--- config.mk ---
export PLATFORM = sky130hd
export DESIGN_NAME = hidden_rtc_port
export DESIGN_NICKNAME = d
export VERILOG_FILES = /design/src/rtl/hrp_pkg.sv /design/src/rtl/hrp_mem.sv /design/src/rtl/hrp_seq.sv /design/src/rtl/hrp_image.sv /design/src/rtl/hidden_rtc_port.sv
export SDC_FILE = /design/constraint.sdc
export NUM_CORES = 1
export LEC_CHECK = 0
export ABC_AREA = 1
export BUFFER_PORTS_ARGS = -buffer_cell sky130_fd_sc_hd__buf_2
export CORE_MARGIN = 2
export CORE_UTILIZATION = 63
export CTS_BUF_LIST = sky130_fd_sc_hd__clkbuf_8 sky130_fd_sc_hd__clkbuf_16
export CTS_CLUSTER_SIZE = 24
export DETAILED_ROUTE_END_ITERATION = 8
export PLACE_DENSITY = 0.84
export REMOVE_ABC_BUFFERS = 1
export SETUP_SLACK_MARGIN = 0.02
export SLEW_MARGIN = 20
export SYNTH_ARGS = -nofsm -noshare
export SYNTH_HDL_FRONTEND = slang
export SYNTH_SLANG_ARGS = --single-unit
--- constraint.sdc ---
create_clock -name clk -period 2.4 [get_ports clk]
set_input_delay 0.12 -clock clk [delete_from_list [all_inputs] [get_ports clk]]
set_output_delay 0.12 -clock clk [all_outputs]
set_load 0.01 [all_outputs]
--- src/rtl/hrp_pkg.sv ---
package hrp_pkg;
    localparam int IMG_W = 64;
    localparam int IDX_W = $clog2(IMG_W);
    localparam logic [IMG_W-1:0] UNLOCK_KEY = 64'h5CA33AC55CA33AC5;
    // bits forced to zero in the image (one bit per always-zero location)
    localparam logic [IMG_W-1:0] ZERO_BITS  = 64'h00E0C0C8C0808000;
    localparam logic [IMG_W-1:0] KEEP_MASK  = ~ZERO_BITS;
    localparam int HOLD_BIT = 36;

    typedef enum logic [1:0] {
        ST_IDLE = 2'd0,
        ST_KEY  = 2'd1,
        ST_XFER = 2'd2
    } seq_state_t;
endpackage

--- src/rtl/hrp_mem.sv ---
module hrp_mem #(
    parameter int ADDR_W = 6
) (
    input  logic              clk,
    input  logic              rst_n,
    input  logic              wr,
    input  logic              rd,
    input  logic [ADDR_W-1:0] addr,
    input  logic [7:0]        wdata,
    output logic [7:0]        q
);
    localparam int DEPTH = 1 << ADDR_W;

    logic [7:0] cells [DEPTH];

    always_ff @(posedge clk) begin
        if (wr) cells[addr] <= wdata;
    end

    always_ff @(posedge clk) begin
        if (!rst_n)  q <= '0;
        else if (rd) q <= cells[addr];
    end
endmodule

--- src/rtl/hrp_seq.sv ---
module hrp_seq
    import hrp_pkg::*;
(
    input  logic             clk,
    input  logic             rst_n,
    input  logic             rd,
    input  logic             wr,
    input  logic             din0,
    input  logic             abort_req,
    input  logic             hold,
    output seq_state_t       state,
    output logic [IDX_W-1:0] idx,
    output logic             xfer_wr,
    output logic             xfer_rd,
    output logic             commit
);
    seq_state_t       st_n;
    logic [IDX_W-1:0] idx_n;
    logic             all_wr, all_wr_n;
    logic             abort_eff;
    logic             last;

    assign abort_eff = abort_req && !hold;
    assign last      = (idx == IDX_W'(IMG_W - 1));

    always_ff @(posedge clk) begin
        if (!rst_n) begin
            state  <= ST_IDLE;
            idx    <= '0;
            all_wr <= 1'b0;
        end else begin
            state  <= st_n;
            idx    <= idx_n;
            all_wr <= all_wr_n;
        end
    end

    always_comb begin
        st_n     = state;
        idx_n    = idx;
        all_wr_n = all_wr;
        if (abort_eff) begin
            st_n  = ST_IDLE;
            idx_n = '0;
        end else begin
            unique case (state)
                ST_IDLE: begin
                    if (rd) begin
                        st_n  = ST_KEY;
                        idx_n = '0;
                    end
                end
                ST_KEY: begin
                    if (rd) begin
                        idx_n = '0;
                    end else if (wr) begin
                        if (din0 == UNLOCK_KEY[idx]) begin
                            idx_n = idx + 1'b1;
                            if (last) begin
                                st_n     = ST_XFER;
                                all_wr_n = 1'b1;
                            end
                        end else begin
                            st_n  = ST_IDLE;
                            idx_n = '0;
                        end
                    end
                end
                ST_XFER: begin
                    if (rd || wr) begin
                        idx_n = idx + 1'b1;
                        if (rd) all_wr_n = 1'b0;
                        if (last) st_n = ST_IDLE;
                    end
                end
                default: begin
                    st_n  = ST_IDLE;
                    idx_n = '0;
                end
            endcase
        end
    end

    always_comb begin
        xfer_wr = (state == ST_XFER) && wr && !abort_eff;
        xfer_rd = (state == ST_XFER) && rd;
        commit  = xfer_wr && last && all_wr;
    end

    // a read outside the data phase restarts recognition at position 0
    a_r3_read_rearms: assert property (@(posedge clk) disable iff (!rst_n)
        (rd && state != ST_XFER && !abort_eff) |=> (state == ST_KEY && idx == '0));
    // a wrong key bit drops to idle
    a_r4_reject: assert property (@(posedge clk) disable iff (!rst_n)
        (state == ST_KEY && wr && din0 != UNLOCK_KEY[idx] && !abort_eff) |=> state == ST_IDLE);
    // the last matching key bit opens the data phase at position 0
    a_r5_unlock: assert property (@(posedge clk) disable iff (!rst_n)
        (state == ST_KEY && wr && din0 == UNLOCK_KEY[idx] && last && !abort_eff)
        |=> (state == ST_XFER && idx == '0));
    // the 64th data cycle ends the phase
    a_r5_finish: assert property (@(posedge clk) disable iff (!rst_n)
        (state == ST_XFER && (rd || wr) && last) |=> state == ST_IDLE);
    // an effective abort always lands in idle
    a_r10_abort: assert property (@(posedge clk) disable iff (!rst_n)
        abort_eff |=> (state == ST_IDLE && idx == '0));
endmodule

--- src/rtl/hrp_image.sv ---
module hrp_image
    import hrp_pkg::*;
(
    input  logic             clk,
    input  logic             rst_n,
    input  logic             shift_en,
    input  logic             shift_bit,
    input  logic [IDX_W-1:0] idx,
    input  logic             commit,
    output logic             out_bit,
    output logic             hold
);
    logic [IMG_W-1:0] stage_q, stage_n;
    logic [IMG_W-1:0] image_q;

    always_comb begin
        stage_n = stage_q;
        if (shift_en) stage_n[idx] = shift_bit;
    end

    always_ff @(posedge clk) begin
        if (!rst_n) begin
            stage_q <= '0;
            image_q <= '0;
        end else begin
            stage_q <= stage_n;
            if (commit) image_q <= stage_n & KEEP_MASK;
        end
    end

    assign out_bit = image_q[idx];
    assign hold    = image_q[HOLD_BIT];

    // the image moves only on a commit
    a_r8_hold_without_commit: assert property (@(posedge clk) disable iff (!rst_n)
        !commit |=> $stable(image_q));
    // always-zero locations stay zero after a commit
    a_r9_zero_bits: assert property (@(posedge clk) disable iff (!rst_n)
        commit |=> ((image_q & ZERO_BITS) == '0));
endmodule

--- src/rtl/hidden_rtc_port.sv ---
module hidden_rtc_port
    import hrp_pkg::*;
#(
    parameter int ADDR_W = 6
) (
    input  logic              clk,
    input  logic              rst_n,
    input  logic              ce_n,
    input  logic              we_n,
    input  logic              oe_n,
    input  logic [ADDR_W-1:0] addr,
    input  logic [7:0]        wdata,
    output logic [7:0]        rdata,
    input  logic              abort_req
);
    logic             wr_cyc, rd_cyc;
    logic [7:0]       mem_q;
    seq_state_t       state;
    logic [IDX_W-1:0] idx;
    logic             xfer_wr, xfer_rd, commit;
    logic             img_bit, hold;
    logic             sel_img_q, img_bit_q;

    assign wr_cyc = !ce_n && !we_n;
    assign rd_cyc = !ce_n && we_n && !oe_n;

    hrp_mem #(.ADDR_W(ADDR_W)) u_mem (
        .clk(clk), .rst_n(rst_n), .wr(wr_cyc), .rd(rd_cyc),
        .addr(addr), .wdata(wdata), .q(mem_q)
    );

    hrp_seq u_seq (
        .clk(clk), .rst_n(rst_n), .rd(rd_cyc), .wr(wr_cyc), .din0(wdata[0]),
        .abort_req(abort_req), .hold(hold), .state(state), .idx(idx),
        .xfer_wr(xfer_wr), .xfer_rd(xfer_rd), .commit(commit)
    );

    hrp_image u_image (
        .clk(clk), .rst_n(rst_n), .shift_en(xfer_wr), .shift_bit(wdata[0]),
        .idx(idx), .commit(commit), .out_bit(img_bit), .hold(hold)
    );

    always_ff @(posedge clk) begin
        if (!rst_n) begin
            sel_img_q <= 1'b0;
            img_bit_q <= 1'b0;
        end else if (rd_cyc) begin
            sel_img_q <= xfer_rd;
            img_bit_q <= img_bit;
        end
    end

    assign rdata = {mem_q[7:1], sel_img_q ? img_bit_q : mem_q[0]};

    // reset leaves the controller idle
    a_r1_reset_idle: assert property (@(posedge clk)
        !rst_n |=> state == ST_IDLE);
    // upper data bits always come from memory
    a_r6_upper_from_mem: assert property (@(posedge clk) disable iff (!rst_n)
        rdata[7:1] == mem_q[7:1]);
endmodule

# After elaboration in Yosys (flattened, before gate mapping)

Memory sizes are Yosys's and may differ from the RTL's. A register that Yosys moved wholly into a read port is not among the register bits.
Index checks and enable logic that the tools add are counted.

Bitwise operators: 2
Eq/ne operators: 14
Multiplexer cells: 33
Reductions and logical operators: 23
Add/subtract/negate cells: 1
Order comparisons: 2

Operator list:

| kind                                                               | count |
|---|---|
| bitwise mux 64 bit                                                 | 1 |
| 2-to-1 mux 64 bit                                                  | 1 |
| 2-to-1 mux 6 bit                                                   | 7 |
| case mux 6 bit (3 select lines)                                    | 1 |
| 2-to-1 mux 2 bit                                                   | 7 |
| inequality test 2 x 1 -> 1 bit (second input constant)             | 7 |
| 2-to-1 mux 1 bit                                                   | 12 |
| logical AND 1 bit                                                  | 10 |
| AND reduction 8 bit                                                | 1 |
| < comparator 6 x 7 -> 1 bit (second input constant)                | 1 |
| adder 6 x 1 -> 6 bit (second input constant)                       | 1 |
| binary-select mux 1 bit (select 6 bit)                             | 1 |
| demux 1 bit (select 6 bit)                                         | 1 |
| == test 6 bit (second input constant)                              | 1 |
| greater-or-equal comparator 6 x 1 -> 1 bit (second input constant) | 1 |
| zero test 1 bit                                                    | 6 |
| case mux 2 bit (3 select lines)                                    | 1 |
| AND reduction 6 bit                                                | 1 |
| inequality test 3 x 1 -> 1 bit (second input constant)             | 1 |
| inequality test 3 x 2 -> 1 bit (second input constant)             | 1 |
| AND reduction 3 bit                                                | 1 |
| == test 2 x 1 -> 1 bit (second input constant)                     | 1 |
| == test 2 bit (second input constant)                              | 1 |
| zero test 2 bit                                                    | 1 |
| other kinds (7)                                                    | 8 |

Bits of input ports: 20
Output and inout port bits: 8
Memories kept: 2
Word-level logic and storage cells: 85
ROM bits: 64
Bits in writable memories: 512
Flip-flop bits (word level): 127

Memories:

| name             | depth | bits a word | read ports | clocked after Yosys merged registers in | write ports | RTL line      | RTL |
|---|---|---|---|---|---|---|---|
| u_mem.cells      | 64    | 8           | 1          | 1                                       | 1           | hrp_mem.sv:14 | `logic [7:0] cells [DEPTH];` |
| (name not given) | 64    | 1           | 1          | 1                                       | 0           | hrp_seq.sv:57 | `if (din0 == UNLOCK_KEY[idx]) begin` |

# Depth between registers and ports, before layout

Depth after elaboration: 9
Mapped depth: 16
Mapped depth without buffers: 15

# Modules after synthesis

Synthesis repeated with hierarchy kept, for this count alone.

Cell total of the unflattened synthesis: 2978
Area, all modules: 27579.0 µm²

By module, submodules not included:

| module          | seq. area each (µm²) | area an instance (µm²) | cells an instance | times used |
|---|---|---|---|---|
| hrp_mem         | 15534.9              | 22180.0                | 2201              | 1 |
| hrp_image       | 2082.0               | 4519.3                 | 634               | 1 |
| hrp_seq         | 200.2                | 768.2                  | 124               | 1 |
| hidden_rtc_port | 40.0                 | 111.4                  | 19                | 1 |

# Worst setup path after synthesis

No wires, ideal clock.

Path type: input to register
Start: input addr[2]
End: memory u_mem.cells[62][0] (enable)
Setup slack: 0.567 ns
Path buffers: 3
Cell stages on the path: 5
Data required time: 2.030 ns
Arrival time: 1.463 ns
Setup time: 0.370 ns
Cell sequence: buf_4 > clkbuf_1 > clkbuf_1 > nand4_1 > nor2_1

RTL lines:

| item        | RTL line              | RTL |
|---|---|---|
| from (decl) | hidden_rtc_port.sv:11 | `input logic [ADDR_W-1:0] addr,` |
| to (decl)   | hrp_mem.sv:14         |  |

Straight into the memory's write port.

# Worst setup path in the final report

Start: register u_seq.idx[2]
End: register img_bit_q

Cells in the longest elaborated chain, start to end: 2

Ends and longest elaborated chain:

| item                                   | RTL line              | RTL |
|---|---|---|
| from (decl)                            | hrp_seq.sv:12         | `output logic [IDX_W-1:0] idx,` |
| from (signal assigned)                 | hrp_seq.sv:33         | `idx <= idx_n;` |
| binary-select mux 1 bit (select 6 bit) | hrp_image.sv:31       | `assign out_bit = image_q[idx];` |
| 2-to-1 mux 1 bit (implied by the code) | hrp_image.sv:31       |  |
| to (signal assigned)                   | hidden_rtc_port.sv:49 | `img_bit_q <= img_bit;` |
| to (decl)                              | hidden_rtc_port.sv:22 | `logic sel_img_q, img_bit_q;` |

Every way passes these cells. The select of a mux whose other input is x is not followed.
A chain may end at the register's enable or synchronous reset.

==> key figures <==
Logic synthesis
  • Leading area contributor after synthesis: sky130_fd_sc_hd__edfxtp_1
  • Number of storage elements in the synthesis netlist: 636
  • Number of flops mapped to enable cells by yosys: 512
  • Primary flip-flop cell chosen by synthesis mapping: sky130_fd_sc_hd__edfxtp_1
  • Top post-synthesis cells by area: sky130_fd_sc_hd__edfxtp_1 (59%), sky130_fd_sc_hd__nand2_1 (10%), sky130_fd_sc_hd__dfxtp_1 (9.5%), sky130_fd_sc_hd__a21oi_1 (4.1%), sky130_fd_sc_hd__nor2_1 (3.6%)
  • Async set-reset flop share out of synthesis: 0
  • Number of instances in the synthesized netlist: 2527
  • Post-Syn Area: 26100 sq um
  • Area fraction of the dominant cell type after synthesis: 0.588
  • Yosys warns: 0
  • Synth cell types: 36
  • Register area share after synthesis: 0.683
  • Synth Area per Inst: 10.3 sq um

Clock network
  • Clock-pin slew on the worst setup and hold paths: 70 ps
  • Root Buffer Master: sky130_fd_sc_hd__clkbuf_16
  • Number of buffers on the longest clock path: 3
  • TritonCTS clock tree: built
  • Count of H-tree levels built during CTS: 2
  • Insertion delay of the later-clocked pin in the worst-skew pair: 650 ps
  • Number of buffers inserted during clock tree synthesis: 59
  • CTS Sinks: 636

Timing
  • Final critical-path share of the clock period: 0.933
  • Setup skew after layout: 29.8 ps
  • Transition time at the pin with the least slew margin: 883 ps
  • Count of endpoints failing hold in the final timing report: 0
  • Setup repair after global routing missed its margin: no
  • Final critical path time including I/O delays and setup: 2240 ps
  • Highest attainable clock frequency: 0.446 GHz
  • Tightest slew margin relative to the limit: 0.412
  • Slew Limit Fails: 0
  • Setup violators final: 0

Routing
  • TritonRoute pass-1 iters: 6
  • Vias: 19700
  • Post-detailed-route wirelength per cell: 21.5 um
  • Initial detailed-routing violation count: 2982
  • Final wirelength: 69500 um
  • Post-detailed-route count of antenna-violating nets: 0
  • Routed vias/inst: 6.11
  • Drt drc: 0

Global routing
  • Antenna violations before repair: 1
  • Met3 Use GR: 0.0599
  • Total GRT Usage: 0.319
  • Pin count of the biggest net entering global routing: 103
  • Global routing's busiest layer: met2
  • Met1 usage: 0.411
  • Wire length of the first global-routing pass: 106000 um
  • GR Layer Usage met2: 0.518
  • Overall overflow remaining after global route: 0
  • Number of global-route vias before repair: 19400

Floorplan
  • Standard-cell rows: 74
  • Y dimension of the die: 208 um
  • Core region area: 40900 sq um
  • Die ar.: 43200 sq um
  • Chip width: 208 um
  • Top-level port count: 28
  • Initial core utilization: 0.639

Final layout
  • Layout Cell Area excl Fill: 29600 sq um
  • Layout Nets: 2667
  • Share of final-layout standard cells stronger than drive strength 1: 0.113
  • Leading cell type in the layout, fill and taps excluded: sky130_fd_sc_hd__nand2_1
  • Commonest cells after routing, fill and taps aside: sky130_fd_sc_hd__nand2_1 (727), sky130_fd_sc_hd__edfxtp_1 (512), sky130_fd_sc_hd__nor2_1 (253)
  • Count of inserted antenna diode cells: 0
  • Area added between synthesis and finish: 13.4%

Placement
  • Number of buffers added on ports: 27
  • Weighted congestion at the end of routability-driven global placement: 0.979
  • Post-Place Cell Area: 27600 sq um
  • Post-detailed-placement half-perimeter wirelength: 42100 um

Power
  • Static leakage: 11.4 nW
  • Post-route total power: 0.0226 W
  • Power Dens Cells: 761 nW/um^2
  • Worst IR drop on VDD: 0.797 mV

Job
  • Max capacitance violation total: 0

Setup path
  • Highest fanout seen on the critical path: 8
  • Worst setup path category: reg2reg
  • Critical Path End Type: flip-flop
  • Arrival time worst endpoint: 2780 ps
  • Startpoint kind of the worst setup timing path: flip-flop
  • Required time worst endpoint: 2940 ps
  • Setup slack, reg-to-reg: 160 ps

Worst hold path
  • Path class of the lowest-slack min-delay path: in2reg

Run status
  • Outcome: complete, no violations
-- area by class of cell --
class | instances | area [sq um]
Clock inverter | 43 | 347
Clock buffer | 69 | 1630
Timing Repair Buffer | 172 | 1420
Sequential cell | 636 | 17900
Inverter | 200 | 753
Multi-Input combinational cell | 1573 | 6980
Tap cell | 532 | 666
Fill cell | 2628 | 11300
-- final timing paths --
path | start | to | cells after the start
max | u_seq.idx[2] | img_bit_q | 12
min | wdata[3] | u_mem.cells[32][3] | 1
max reg2reg | u_seq.idx[2] | img_bit_q | 12
min reg2reg | u_seq.all_wr | u_seq.all_wr | 2
-- flip-flops by register name, summed over array words and instances (netlist names), named ones only --
signal,count
u_image.image_q,52
sel_img_q,1
u_image.stage_q,52
u_seq.all_wr,1
u_seq.state,2
u_seq.idx,6
u_mem.q,8
u_mem.cells,512
img_bit_q,1
-- synth_stat cells, types with 3 or more instances --
library cell                number
sky130_fd_sc_hd__buf_2          57
sky130_fd_sc_hd__dfxtp_1       124
sky130_fd_sc_hd__nor3_1          7
sky130_fd_sc_hd__o21a_1         10
sky130_fd_sc_hd__nor3_2          6
sky130_fd_sc_hd__nand2_2         4
sky130_fd_sc_hd__a21oi_1       213
sky130_fd_sc_hd__inv_2           9
sky130_fd_sc_hd__clkinv_1        3
sky130_fd_sc_hd__mux2i_1         7
sky130_fd_sc_hd__nor2_1        253
sky130_fd_sc_hd__buf_1           8
sky130_fd_sc_hd__inv_1         188
sky130_fd_sc_hd__clkbuf_1       38
sky130_fd_sc_hd__ha_1            5
sky130_fd_sc_hd__a211oi_1        3
sky130_fd_sc_hd__o2bb2ai_1       4
sky130_fd_sc_hd__o21ai_1         4
sky130_fd_sc_hd__nand4_1        13
sky130_fd_sc_hd__nand2_1       727
sky130_fd_sc_hd__nand3b_1        8
sky130_fd_sc_hd__a22oi_1        19
sky130_fd_sc_hd__o22ai_1        26
sky130_fd_sc_hd__nand3_1        50
sky130_fd_sc_hd__buf_4          14
sky130_fd_sc_hd__or2_2          16
sky130_fd_sc_hd__edfxtp_1      512
sky130_fd_sc_hd__o21ai_0       188
-- per-stage QoR --
step	TNS (ps)	util	setup WS (ps)	instances	hold slack, ps
2_1_floorplan	-98760	-	-795	2409	219
3_3_place_gp	0	0.675	221	3109	445
3_5_place_dp	0	0.675	121	3109	452
4_1_cts	0	0.724	175	3225	39.4
5_1_grt	0	0.724	18.7	3225	62.4
6_report	0	0.724	160	3225	56.3
-- metal layers --
metal	vias to the layer above	part of all wire	wire, um
met1	9268	0.35	24700
li1	8743	-	-
met2	1399	0.47	32800
met5	-	0.00017	12
met4	2	0.055	3790
met3	278	0.12	8170
-- repair_timing --
| action | CTS | global route |
|---|---|---|
| hold buffers | 4 | 0 |
| hold endpoints to repair | 31 | 0 |
| setup endpoints to repair | 0 | 33 |
| setup buffers | 0 | 0 |
| gates resized for setup | 0 | 2 |
-- power breakdown --
group          leakage (nW)  switching (W)  internal [W]
Combinational          4.78       0.000878      0.000311
Clock                  1.00        0.00414       0.00527
Sequential             5.60      0.0000241        0.0119
Total                  11.4        0.00505        0.0175
-- cells by family (layout without fill, tap and decap cells) --
family | count (synthesis) | in the layout | synth area share
fa+ha+maj | 5 | 5 | 0.00239
xor+xnor | 1 | 1 | 0.000335
compound gates | 469 | 469 | 0.0948
flops | 636 | 636 | 0.683
mux | 7 | 7 | 0.00268
simple gates | 1091 | 1091 | 0.166
buf+inv | 318 | 484 | 0.0504
-- critical path: stages, from the launching register on --
cell	delay, ps
sky130_fd_sc_hd__dfxtp_1	490
sky130_fd_sc_hd__inv_1	200
sky130_fd_sc_hd__nand3_1	390
sky130_fd_sc_hd__buf_4	230
sky130_fd_sc_hd__nor2_1	50
sky130_fd_sc_hd__a21oi_1	110
sky130_fd_sc_hd__nand4_1	100
sky130_fd_sc_hd__nor2_1	180
sky130_fd_sc_hd__nor2_1	90
sky130_fd_sc_hd__nor2_1	90
sky130_fd_sc_hd__nand3_1	100
sky130_fd_sc_hd__nand2_1	70
sky130_fd_sc_hd__inv_1	30
Power figures use the tool's default switching activity.
